### src/rtl/pio_edge_irq_pkg.sv
// Package: shared types and constants for the two-source edge interrupt block.
// Assumes a 4-bit offset inside a 16-byte device window.
package pio_edge_irq_pkg;

    // Control decoded from one host access
    typedef struct packed {
        logic gen_on;    // enable interrupt generation
        logic gen_off;   // disable generation and drop pending
        logic ack;       // clear pending
    } host_ctl_t;

    localparam int unsigned DEF_ADDR_W   = 4;
    localparam int unsigned DEF_NUM_SRC  = 2;
    localparam int unsigned DEF_SYNC_LEN = 2;

endpackage

### src/rtl/pio_irq_sync.sv
// Module: per-source synchronizer chain.
// Takes NUM_SRC asynchronous pins to the clock domain through SYNC_LEN flops.
// Assumes SYNC_LEN >= 1. Every stage is reset to 0.
module pio_irq_sync #(
    parameter int unsigned NUM_SRC  = 2,
    parameter int unsigned SYNC_LEN = 2
) (
    input  logic               clk,
    input  logic               rst_n,
    input  logic [NUM_SRC-1:0] pin_async,
    output logic [NUM_SRC-1:0] pin_sync
);

    localparam int unsigned LAST = SYNC_LEN - 1;

    for (genvar s = 0; s < NUM_SRC; s++) begin : g_src
        logic [SYNC_LEN-1:0] chain;

        // Shift the pin through the synchronizer stages
        always_ff @(posedge clk) begin
            if (!rst_n) begin
                chain <= '0;
            end else begin
                chain <= {chain[SYNC_LEN-1:0], pin_async[s]} >> 0;
            end
        end

        assign pin_sync[s] = chain[LAST];
    end

endmodule

### src/rtl/pio_irq_rise.sv
// Module: rising-edge detector on synchronized source lines.
// A flag is high for one cycle when a line reads 1 and read 0 one cycle earlier.
// Assumes the inputs are already synchronous to clk.
module pio_irq_rise #(
    parameter int unsigned NUM_SRC = 2
) (
    input  logic               clk,
    input  logic               rst_n,
    input  logic [NUM_SRC-1:0] lvl,
    output logic [NUM_SRC-1:0] rise,
    output logic               rise_any
);

    logic [NUM_SRC-1:0] lvl_d;

    // Remember the previous level of every line
    always_ff @(posedge clk) begin
        if (!rst_n) begin
            lvl_d <= '0;
        end else begin
            lvl_d <= lvl;
        end
    end

    // Per-line edge flags and their combination
    always_comb begin
        rise     = lvl & ~lvl_d;
        rise_any = |rise;
    end

endmodule

### src/rtl/pio_irq_decode.sv
// Module: host access decoder.
// A write at ON_OFS enables, a read at ON_OFS disables, a write at ACK_OFS acknowledges.
// Assumes one-cycle strobes. All other accesses decode to nothing.
module pio_irq_decode
    import pio_edge_irq_pkg::*;
#(
    parameter int unsigned          ADDR_W  = 4,
    parameter logic [ADDR_W-1:0]    ON_OFS  = 4'hB,
    parameter logic [ADDR_W-1:0]    ACK_OFS = 4'hF
) (
    input  logic [ADDR_W-1:0] addr,
    input  logic              rd,
    input  logic              wr,
    output host_ctl_t         ctl
);

    // Compare the offset once per target and qualify with the strobe direction
    always_comb begin
        ctl.gen_on  = wr && (addr == ON_OFS);
        ctl.gen_off = rd && (addr == ON_OFS);
        ctl.ack     = wr && (addr == ACK_OFS);
    end

endmodule

### src/rtl/pio_irq_state.sv
// Module: enable and pending state.
// Disable has priority over enable. A new edge has priority over acknowledge, so
// an event is not lost. Disable discards pending, so pending implies enabled.
// Assumes edges are one-cycle pulses.
module pio_irq_state
    import pio_edge_irq_pkg::*;
(
    input  logic      clk,
    input  logic      rst_n,
    input  host_ctl_t ctl,
    input  logic      edge_seen,
    output logic      en_q,
    output logic      pend_q
);

    // Enable flag: off at reset, disable read wins over enable write
    always_ff @(posedge clk) begin
        if (!rst_n) begin
            en_q <= 1'b0;
        end else if (ctl.gen_off) begin
            en_q <= 1'b0;
        end else if (ctl.gen_on) begin
            en_q <= 1'b1;
        end
    end

    // Pending flag: set by an edge only while enabled, cleared by ack or disable
    always_ff @(posedge clk) begin
        if (!rst_n) begin
            pend_q <= 1'b0;
        end else if (ctl.gen_off) begin
            pend_q <= 1'b0;
        end else if (edge_seen && en_q) begin
            pend_q <= 1'b1;
        end else if (ctl.ack) begin
            pend_q <= 1'b0;
        end
    end

endmodule

### src/rtl/pio_edge_irq.sv
// Module: top of the two-source rising-edge interrupt block.
// Chain: synchronizer, edge detector, state. The host decoder drives the state.
// Assumes asynchronous pins and one-cycle host strobes.
module pio_edge_irq
    import pio_edge_irq_pkg::*;
#(
    parameter int unsigned       ADDR_W   = DEF_ADDR_W,
    parameter int unsigned       NUM_SRC  = DEF_NUM_SRC,
    parameter int unsigned       SYNC_LEN = DEF_SYNC_LEN,
    parameter logic [ADDR_W-1:0] ON_OFS   = 4'hB,
    parameter logic [ADDR_W-1:0] ACK_OFS  = 4'hF
) (
    input  logic               clk,
    input  logic               rst_n,
    input  logic [ADDR_W-1:0]  host_addr,
    input  logic               host_rd,
    input  logic               host_wr,
    input  logic [NUM_SRC-1:0] evt_pin,
    output logic               irq_req
);

    logic [NUM_SRC-1:0] pin_s;
    logic [NUM_SRC-1:0] rise;
    logic               rise_any;
    host_ctl_t          ctl;
    logic               en_q;
    logic               pend_q;

    pio_irq_sync #(.NUM_SRC(NUM_SRC), .SYNC_LEN(SYNC_LEN)) u_sync (
        .clk       (clk),
        .rst_n     (rst_n),
        .pin_async (evt_pin),
        .pin_sync  (pin_s)
    );

    pio_irq_rise #(.NUM_SRC(NUM_SRC)) u_rise (
        .clk      (clk),
        .rst_n    (rst_n),
        .lvl      (pin_s),
        .rise     (rise),
        .rise_any (rise_any)
    );

    pio_irq_decode #(.ADDR_W(ADDR_W), .ON_OFS(ON_OFS), .ACK_OFS(ACK_OFS)) u_dec (
        .addr (host_addr),
        .rd   (host_rd),
        .wr   (host_wr),
        .ctl  (ctl)
    );

    pio_irq_state u_state (
        .clk       (clk),
        .rst_n     (rst_n),
        .ctl       (ctl),
        .edge_seen (rise_any),
        .en_q      (en_q),
        .pend_q    (pend_q)
    );

    // Request is the product of two flops, so it does not glitch
    always_comb irq_req = en_q && pend_q;

endmodule

### config.mk
export PLATFORM = sky130hd
export DESIGN_NAME = pio_edge_irq
export DESIGN_NICKNAME = d
export VERILOG_FILES = /design/src/rtl/pio_edge_irq_pkg.sv /design/src/rtl/pio_irq_sync.sv /design/src/rtl/pio_irq_rise.sv /design/src/rtl/pio_irq_decode.sv /design/src/rtl/pio_irq_state.sv /design/src/rtl/pio_edge_irq.sv
export SDC_FILE = /design/constraint.sdc
export NUM_CORES = 1
export LEC_CHECK = 0
export ABC_AREA = 1
export BUFFER_PORTS_ARGS = -buffer_cell sky130_fd_sc_hd__buf_2
export CAP_MARGIN = 0
export CORE_AREA = 2 2 39 41
export CTS_CLUSTER_DIAMETER = 100
export DETAILED_ROUTE_END_ITERATION = 7
export DIE_AREA = 0 0 41 43
export REMOVE_ABC_BUFFERS = 1
export SYNTH_ARGS = -nofsm -noshare
export SYNTH_HDL_FRONTEND = slang
export SYNTH_SLANG_ARGS = --single-unit
### constraint.sdc
create_clock -name clk -period 0.8 [get_ports clk]
set_input_delay 0.04 -clock clk [delete_from_list [all_inputs] [get_ports clk]]
set_output_delay 0.04 -clock clk [all_outputs]
set_load 0.05 [all_outputs]
==> results.rst, run 1 <==
.. list-table::
   :header-rows: 1

   * - Metric
     - Value
   * - Outcome
     - finished with violations
   * - Violations in the final reports
     - negative setup slack
   * - Number of antenna violations at the first check in global routing
     - 0
   * - Largest net degree at the start of global routing
     - 8
   * - Required time of the worst setup path
     - 0.76 ns
   * - Slew of the pin with the lowest slew margin
     - 0.150 ns
   * - Sequential share of the synthesized area
     - 0.508
   * - Total design power
     - 0.780 mW
   * - Cells along the critical path
     - nand2_1 -> inv_1 -> buf_6
   * - Min-Delay Startpoint
     - host_wr
   * - RR Startpoint
     - u_state.pend_q
   * - Vias in the first global route
     - 271
   * - Floorplan Core Area
     - 1380 sq um
   * - DR pass1 iterations
     - 2
   * - Top achievable clock speed
     - 1170 MHz
   * - Pre-CTS setup slack
     - 0.0906 ns
   * - Top fanout value on the critical path
     - 2
   * - Max-slew violations
     - 0
   * - Total inserted antenna cells
     - 0
   * - Library cell occupying the most area in the post-synthesis netlist
     - dfxtp_1
   * - Number of cells traversed by the worst register-to-register path
     - 3
   * - Ratio of final minimum period to clock period
     - 1.07
   * - Number of warnings printed during yosys synthesis
     - 0
   * - Number of cells on the worst hold path
     - 3
   * - Count of maximum capacitance violations
     - 0
   * - Share of cell area taken by muxes after synthesis
     - 0
   * - Slack of the worst reg-to-reg path
     - 0.12 ns
   * - Die width
     - 41 um
   * - Final-report setup violation count
     - 1
   * - Slowest-stage cell, CP
     - dfxtp_2
   * - Most frequent cells in the layout
     - nand2_1, inv_1, buf_2
   * - Simple-gate share of the synthesized area
     - 0.258
   * - Combinational family with the most area after synthesis
     - simple AND/OR/NAND/NOR gates
   * - Post-synthesis to final-layout area growth
     - 40.9%
   * - Post-DP HPWL
     - 374 um
   * - Number of sinks driven by the clock tree
     - 8
   * - Remaining number of nets flagged by the antenna check after routing
     - 0
   * - Final clock skew
     - 0.000832 ns
   * - Met3 Use GR
     - 0.0628
   * - Die outline area
     - 1760 sq um
   * - Main area contributors after synthesis
     - dfxtp_1, inv_1, nand2_1, a21oi_2, nand3_1
   * - Hold Path End
     - u_state.en_q
   * - Share of the synthesized netlist area taken by xor and xnor gates
     - 0
   * - Power Dens Cells
     - 1760 nW/um^2
   * - Detail-routed via count per cell
     - 3.81
   * - Count of state elements after synthesis
     - 8
   * - Met2 routing resource usage after global routing
     - 0.134
   * - Tmin final
     - 0.854 ns
   * - Avg Synthesized Cell Area
     - 7.51 sq um
   * - Count of different cell masters after synthesis
     - 9
   * - TritonCTS clock tree
     - built
   * - Chip Height
     - 43 um
   * - Cell area after synthesis
     - 315 sq um
   * - Number of buffers between clock root and the deepest sink
     - 2
   * - Post-Synth Adder-Cell Area
     - 0
   * - H-Tree Level Count
     - 1
   * - Weighted congestion at the end of routability-driven global placement
     - 0.626
   * - Worst IR drop on VDD
     - 0.000672 V
   * - Path class of the lowest-slack min-delay path
     - in2reg
   * - Share of layout cells above drive strength 1
     - 0.362
   * - Gr ovfl total
     - 0
   * - Post-synth top area share
     - 0.508
   * - Most Crowded Layer GR
     - met2
   * - Final Net Count
     - 70
   * - Routed vias
     - 282
   * - Worst Setup Path Type
     - reg2out
   * - Relative slew margins
     - 0.900
   * - FP Rows
     - 14
   * - Iter 0 DRT Violations
     - 4
   * - Critical path startpoint category
     - register
   * - RSZ-0062 raised after global routing
     - yes
   * - Global-route wire length before repair
     - 910 um
   * - Buffers on Ports
     - 10
   * - Slack of the critical path
     - -0.0544 ns
   * - Final non-filler cell area
     - 444 sq um
   * - Instance count of the mapped netlist
     - 42
   * - Complex-gate fraction of the synthesized area
     - 0.0794
   * - Buffer cell driving the clock tree root
     - clkbuf_4
   * - Placed cell area
     - 385 sq um
   * - Max stage delay on crit path
     - 0.32 ns
   * - Number of buffers added by the clock tree synthesis step
     - 3
   * - Later-pin clock latency in the skew report
     - 0.25 ns
   * - LEAKAGE
     - 0.248 nW
   * - Effective utilization at floorplan
     - 0.228
   * - Final Hold Violating Endpoints
     - 0
   * - Count of pins on the block boundary
     - 11
   * - Avg WL per Cell
     - 6.89 um
   * - Beginning of the critical path
     - u_state.pend_q
   * - Worst Setup End Kind
     - output pin
   * - Sum of routed wire length over all layers
     - 510 um
   * - Global-route total usage across every layer
     - 0.0835
   * - Reg2reg end
     - u_state.pend_q
   * - Clock transition at path regs
     - 0.05 ns
   * - Crit path DAT
     - 0.81 ns
   * - GRT met1 Usage
     - 0.0615
   * - Remaining DRCs
     - 0
kinds of logic after synthesis:
| kind of cell | Yosys count |
|---|---|
| AO/OA/AOI/OAI | 3 |
| buffers and inverters | 13 |
| flip-flops | 8 |
| AND/OR/NAND/NOR | 18 |
layout make-up:
type                       count  area [sq um]
timing repair buffer          13          83.8
clock buffer                   3          22.5
inverter                      13          48.8
sequential                     8           163
tap                           16          20.0
multi-input combinational     21           106
fill                         157           940
registers in the layout, summed over array words and instances, names as in the netlist:
name / count
u_rise.lvl_d: 2
u_state.en_q: 1
u_state.pend_q: 1
u_sync.g_src.chain: 4
metrics by stage:
stage	TNS, ns	hold slack, ns	util	cells
6_report	-0.0544	0.0596	0.321	74
5_1_grt	-0.112	0.0477	0.321	74
4_1_cts	-0.0682	0.0459	0.321	74
3_5_place_dp	0	0.226	0.278	68
3_3_place_gp	0	0.220	0.278	68
2_1_floorplan	0	0.133	-	42
routing by layer:
layer | share of wire | wire (um) | up-vias
met1 | 0.38 | 195 | 120
met3 | 0.11 | 54 | 0
met5 | 0 | 0 | -
met4 | 0 | 0 | 0
li1 | - | - | 152
met2 | 0.51 | 259 | 10
worst max-delay path: cells and delay by family (launching register included):
family                 cells  cell delay [ns]
buffers and inverters      2             0.20
DFF                        1             0.32
and+or+nand+nor            1             0.05
Yosys cell counts:
| cell type | n |
|---|---|
| o21bai_1 | 1 |
| nand2_2 | 1 |
| a21oi_2 | 2 |
| dfxtp_1 | 8 |
| nand3_1 | 2 |
| nand3_2 | 1 |
| nand2_1 | 13 |
| nor2_2 | 1 |
| inv_1 | 13 |
worst max-delay path by stage:
stage | cells after the start | slack (ns) | to
4_1_cts | 3 | -0.07 | irq_req
3_5_place_dp | 3 | 0.09 | irq_req
2_1_floorplan | 2 | 0.08 | irq_req
6_report | 3 | -0.05 | irq_req
5_1_grt | 3 | -0.11 | irq_req
3_3_place_gp | 3 | 0.10 | irq_req
repair_timing:
| action | CTS | global route |
|---|---|---|
| resized for setup | 4 | 0 |
| pin swaps | 0 | 1 |
| setup endpoints to repair | 1 | 1 |
| buffers inserted | 1 | 0 |
| hold buffers | 2 | 0 |
| hold endpoints to repair | 2 | 0 |
where the power goes:
part	switching (mW)	total (mW)	internal, mW
sequential	0.00428	0.417	0.413
clock	0.123	0.294	0.171
combinational	0.0327	0.0688	0.0360
(Power assumes the default switching activity.)
==> run 2: changes to the inputs <==
ABC_AREA = default   (was 1)
CELL_PAD_IN_SITES_DETAIL_PLACEMENT = 1   (was default)
CELL_PAD_IN_SITES_GLOBAL_PLACEMENT = 2   (was default)
PLACE_DENSITY_LB_ADDON = 0.08   (was default)
==> run 2 against run 1 <==
Net effect: the flow still finishes with violations (negative setup slack); register-to-register slack lost 0.04 ns; global-route usage grew 1.2 points; area after synthesis shrank 14%; count of clock-buffer cells in the layout is the same; non-clock buffer count is the same; cell count shrank 22%; power shrank 0.11%; critical path type unchanged; largest power group unchanged.
==> results.rst, run 2 <==
.. list-table::
   :header-rows: 1

   * - Metric
     - Value
   * - Final clock skew
     - 0.000244 ns
   * - Slack of the worst reg-to-reg path
     - 0.08 ns
   * - Count of pins on the block boundary
     - 11
   * - Violations in the final reports
     - negative setup slack
   * - Sequential share of the synthesized area
     - 0.593
   * - Hold slack final
     - 0.0774 ns
   * - Final Net Count
     - 54
   * - Ratio of final minimum period to clock period
     - 1.12
   * - RR Startpoint
     - u_state.en_q
   * - Number of buffers between clock root and the deepest sink
     - 2
   * - Iter 0 DRT Violations
     - 0
   * - Tmin final
     - 0.896 ns
   * - Avg Synthesized Cell Area
     - 10.4 sq um
   * - Later-pin clock latency in the skew report
     - 0.25 ns
   * - Sum of routed wire length over all layers
     - 591 um
   * - Main area contributors after synthesis
     - dfxtp_1, and2_1, nand4_1, nor2b_1, o21ai_0
   * - Number of warnings printed during yosys synthesis
     - 0
   * - Remaining number of nets flagged by the antenna check after routing
     - 0
   * - Remaining DRCs
     - 0
   * - Crit path DAT
     - 0.86 ns
   * - Number of antenna violations at the first check in global routing
     - 0
   * - Floorplan Core Area
     - 1380 sq um
   * - Count of maximum capacitance violations
     - 0
   * - Critical path capture point
     - irq_req
   * - Detail-routed via count per cell
     - 4.10
   * - Total inserted antenna cells
     - 0
   * - Reg2reg end
     - u_state.en_q
   * - Global-route total usage across every layer
     - 0.0957
   * - Clock transition at path regs
     - 0.05 ns
   * - RSZ-0062 raised after global routing
     - yes
   * - Path class of the lowest-slack min-delay path
     - in2reg
   * - Count of different cell masters after synthesis
     - 10
   * - Worst Setup End Kind
     - output pin
   * - Fill cell count
     - 169
   * - Vias in the first global route
     - 254
   * - Avg WL per Cell
     - 10.2 um
   * - Top achievable clock speed
     - 1120 MHz
   * - Die width
     - 41 um
   * - Post-synth EDFFs
     - 0
   * - Chip Height
     - 43 um
   * - Outcome
     - finished with violations
   * - Post-synth top area share
     - 0.593
   * - Global-route wire length before repair
     - 1.01 mm
   * - Effective utilization at floorplan
     - 0.195
   * - Critical path startpoint category
     - register
   * - Cell area after synthesis
     - 270 sq um
   * - Top fanout value on the critical path
     - 2
   * - Relative slew margins
     - 0.910
   * - DR pass1 iterations
     - 1
   * - Slew of the pin with the lowest slew margin
     - 0.134 ns
   * - H-Tree Level Count
     - 1
   * - FP Rows
     - 14
   * - Most common cell after layout, fill and taps aside
     - buf_2
   * - Register with the highest flop count
     - u_sync.g_src.chain
   * - Share of layout cells above drive strength 1
     - 0.429
   * - Number of cells traversed by the worst register-to-register path
     - 2
   * - Routed vias
     - 238
   * - Biggest regs
     - u_sync.g_src.chain x4, u_rise.lvl_d x2
   * - Buffer cell driving the clock tree root
     - clkbuf_4
   * - Instance count of the mapped netlist
     - 26
   * - Number of buffers added by the clock tree synthesis step
     - 3
   * - Number of flip-flops under the largest register name
     - 4
   * - Fin util
     - 0.293
   * - Post-synthesis to final-layout area growth
     - 50.0%
   * - Worst Setup Path Type
     - reg2out
   * - Slack of the critical path
     - -0.0962 ns
   * - Max-slew violations
     - 0
   * - Beginning of the critical path
     - u_state.en_q
   * - Predominant post-synthesis flop cell
     - dfxtp_1
   * - Count of state elements after synthesis
     - 8
   * - Weighted congestion at the end of routability-driven global placement
     - 0.576
   * - Power Dens Cells
     - 1920 nW/um^2
   * - TritonCTS clock tree
     - built
   * - Required time of the worst setup path
     - 0.76 ns
   * - Number of sinks driven by the clock tree
     - 8
   * - Buffers on Ports
     - 10
   * - Final Hold Violating Endpoints
     - 0
   * - Worst IR drop on VDD
     - 0.000653 V
   * - LEAKAGE
     - 0.190 nW
   * - Die outline area
     - 1760 sq um
   * - Largest net degree at the start of global routing
     - 8
   * - Top cells by instance count after synthesis
     - dfxtp_1, and2_1, nand4_1, nor2b_1, o21ai_0
   * - Ys async rst share
     - 0
   * - Most frequently used cell type in the post-synthesis netlist
     - dfxtp_1
   * - Most frequent cells in the layout
     - buf_2, and2_1, dfxtp_1
   * - Final-report setup violation count
     - 1
   * - Library cell occupying the most area in the post-synthesis netlist
     - dfxtp_1
   * - Gr ovfl total
     - 0
-- run 2: cell families (layout without fill, tap and decap cells) --
logic type / Yosys count / in the layout / share of synthesized area
compound gates: 5 / 5 / 0.125
flops: 8 / 8 / 0.593
buf+inv: 1 / 17 / 0.0139
simple gates: 12 / 12 / 0.268
-- run 2: critical path, stage by stage (launching register included) --
cell	delay, ns
dfxtp_2	0.31
and2_4	0.15
buf_8	0.14
-- run 2: power breakdown --
part | leakage [nW] | total (mW) | internal [mW] | switching, mW
registers | 0.0665 | 0.416 | 0.413 | 0.00367
clock network | 0.0138 | 0.304 | 0.171 | 0.133
logic | 0.110 | 0.0583 | 0.0353 | 0.0230
-- run 2: worst min-delay path by stage --
stage | startpoint | end | slack [ns] | cells after the start
3_5_place_dp | evt_pin[0] | u_sync.g_src[0].chain[0] | 0.26 | 2
4_1_cts | rst_n | u_state.pend_q | 0.07 | 3
2_1_floorplan | rst_n | u_state.pend_q | 0.16 | 2
6_report | rst_n | u_state.pend_q | 0.08 | 3
3_3_place_gp | evt_pin[0] | u_sync.g_src[0].chain[0] | 0.25 | 2
5_1_grt | rst_n | u_state.pend_q | 0.08 | 3
-- run 2: what timing repair did --
item	CTS	global route
pin swaps	1	1
hold endpoints to repair	2	0
setup endpoints to repair	1	2
hold buffers	2	0
setup buffers	1	0
resized for setup	5	2
-- run 2: cell type report --
type                            instances  area [sq um]  share of cell area
Tap cell                               16          20.0              0.0494
Sequential cell                         8           163               0.401
Inverter                                1          3.75             0.00926
Clock buffer                            3          22.5              0.0556
Timing Repair Buffer                   13          87.6               0.216
Multi-Input combinational cell         17           109               0.269
-- run 2: stage by stage --
step / cells / setup slack, ns / cell area (sq um) / TNS, ns / power [mW]
2_1_floorplan: 26 / 0.0231 / 270 / 0 / 0.441
3_3_place_gp: 52 / 0.0575 / 340 / 0 / 0.471
3_5_place_dp: 52 / 0.0437 / 340 / 0 / 0.474
4_1_cts: 58 / -0.109 / 404 / -0.109 / 0.808
5_1_grt: 58 / -0.128 / 405 / -0.128 / 0.840
6_report: 58 / -0.0962 / 405 / -0.0962 / 0.779
-- run 2: per-layer routing --
metal | wire length [um] | global-route usage | vias to the layer above
met5 | 0 | 0 | -
met4 | 26 | 0.0800 | 0
met3 | 27 | 0.0471 | 3
met2 | 335 | 0.153 | 8
met1 | 201 | 0.0812 | 109
li1 | - | - | 118
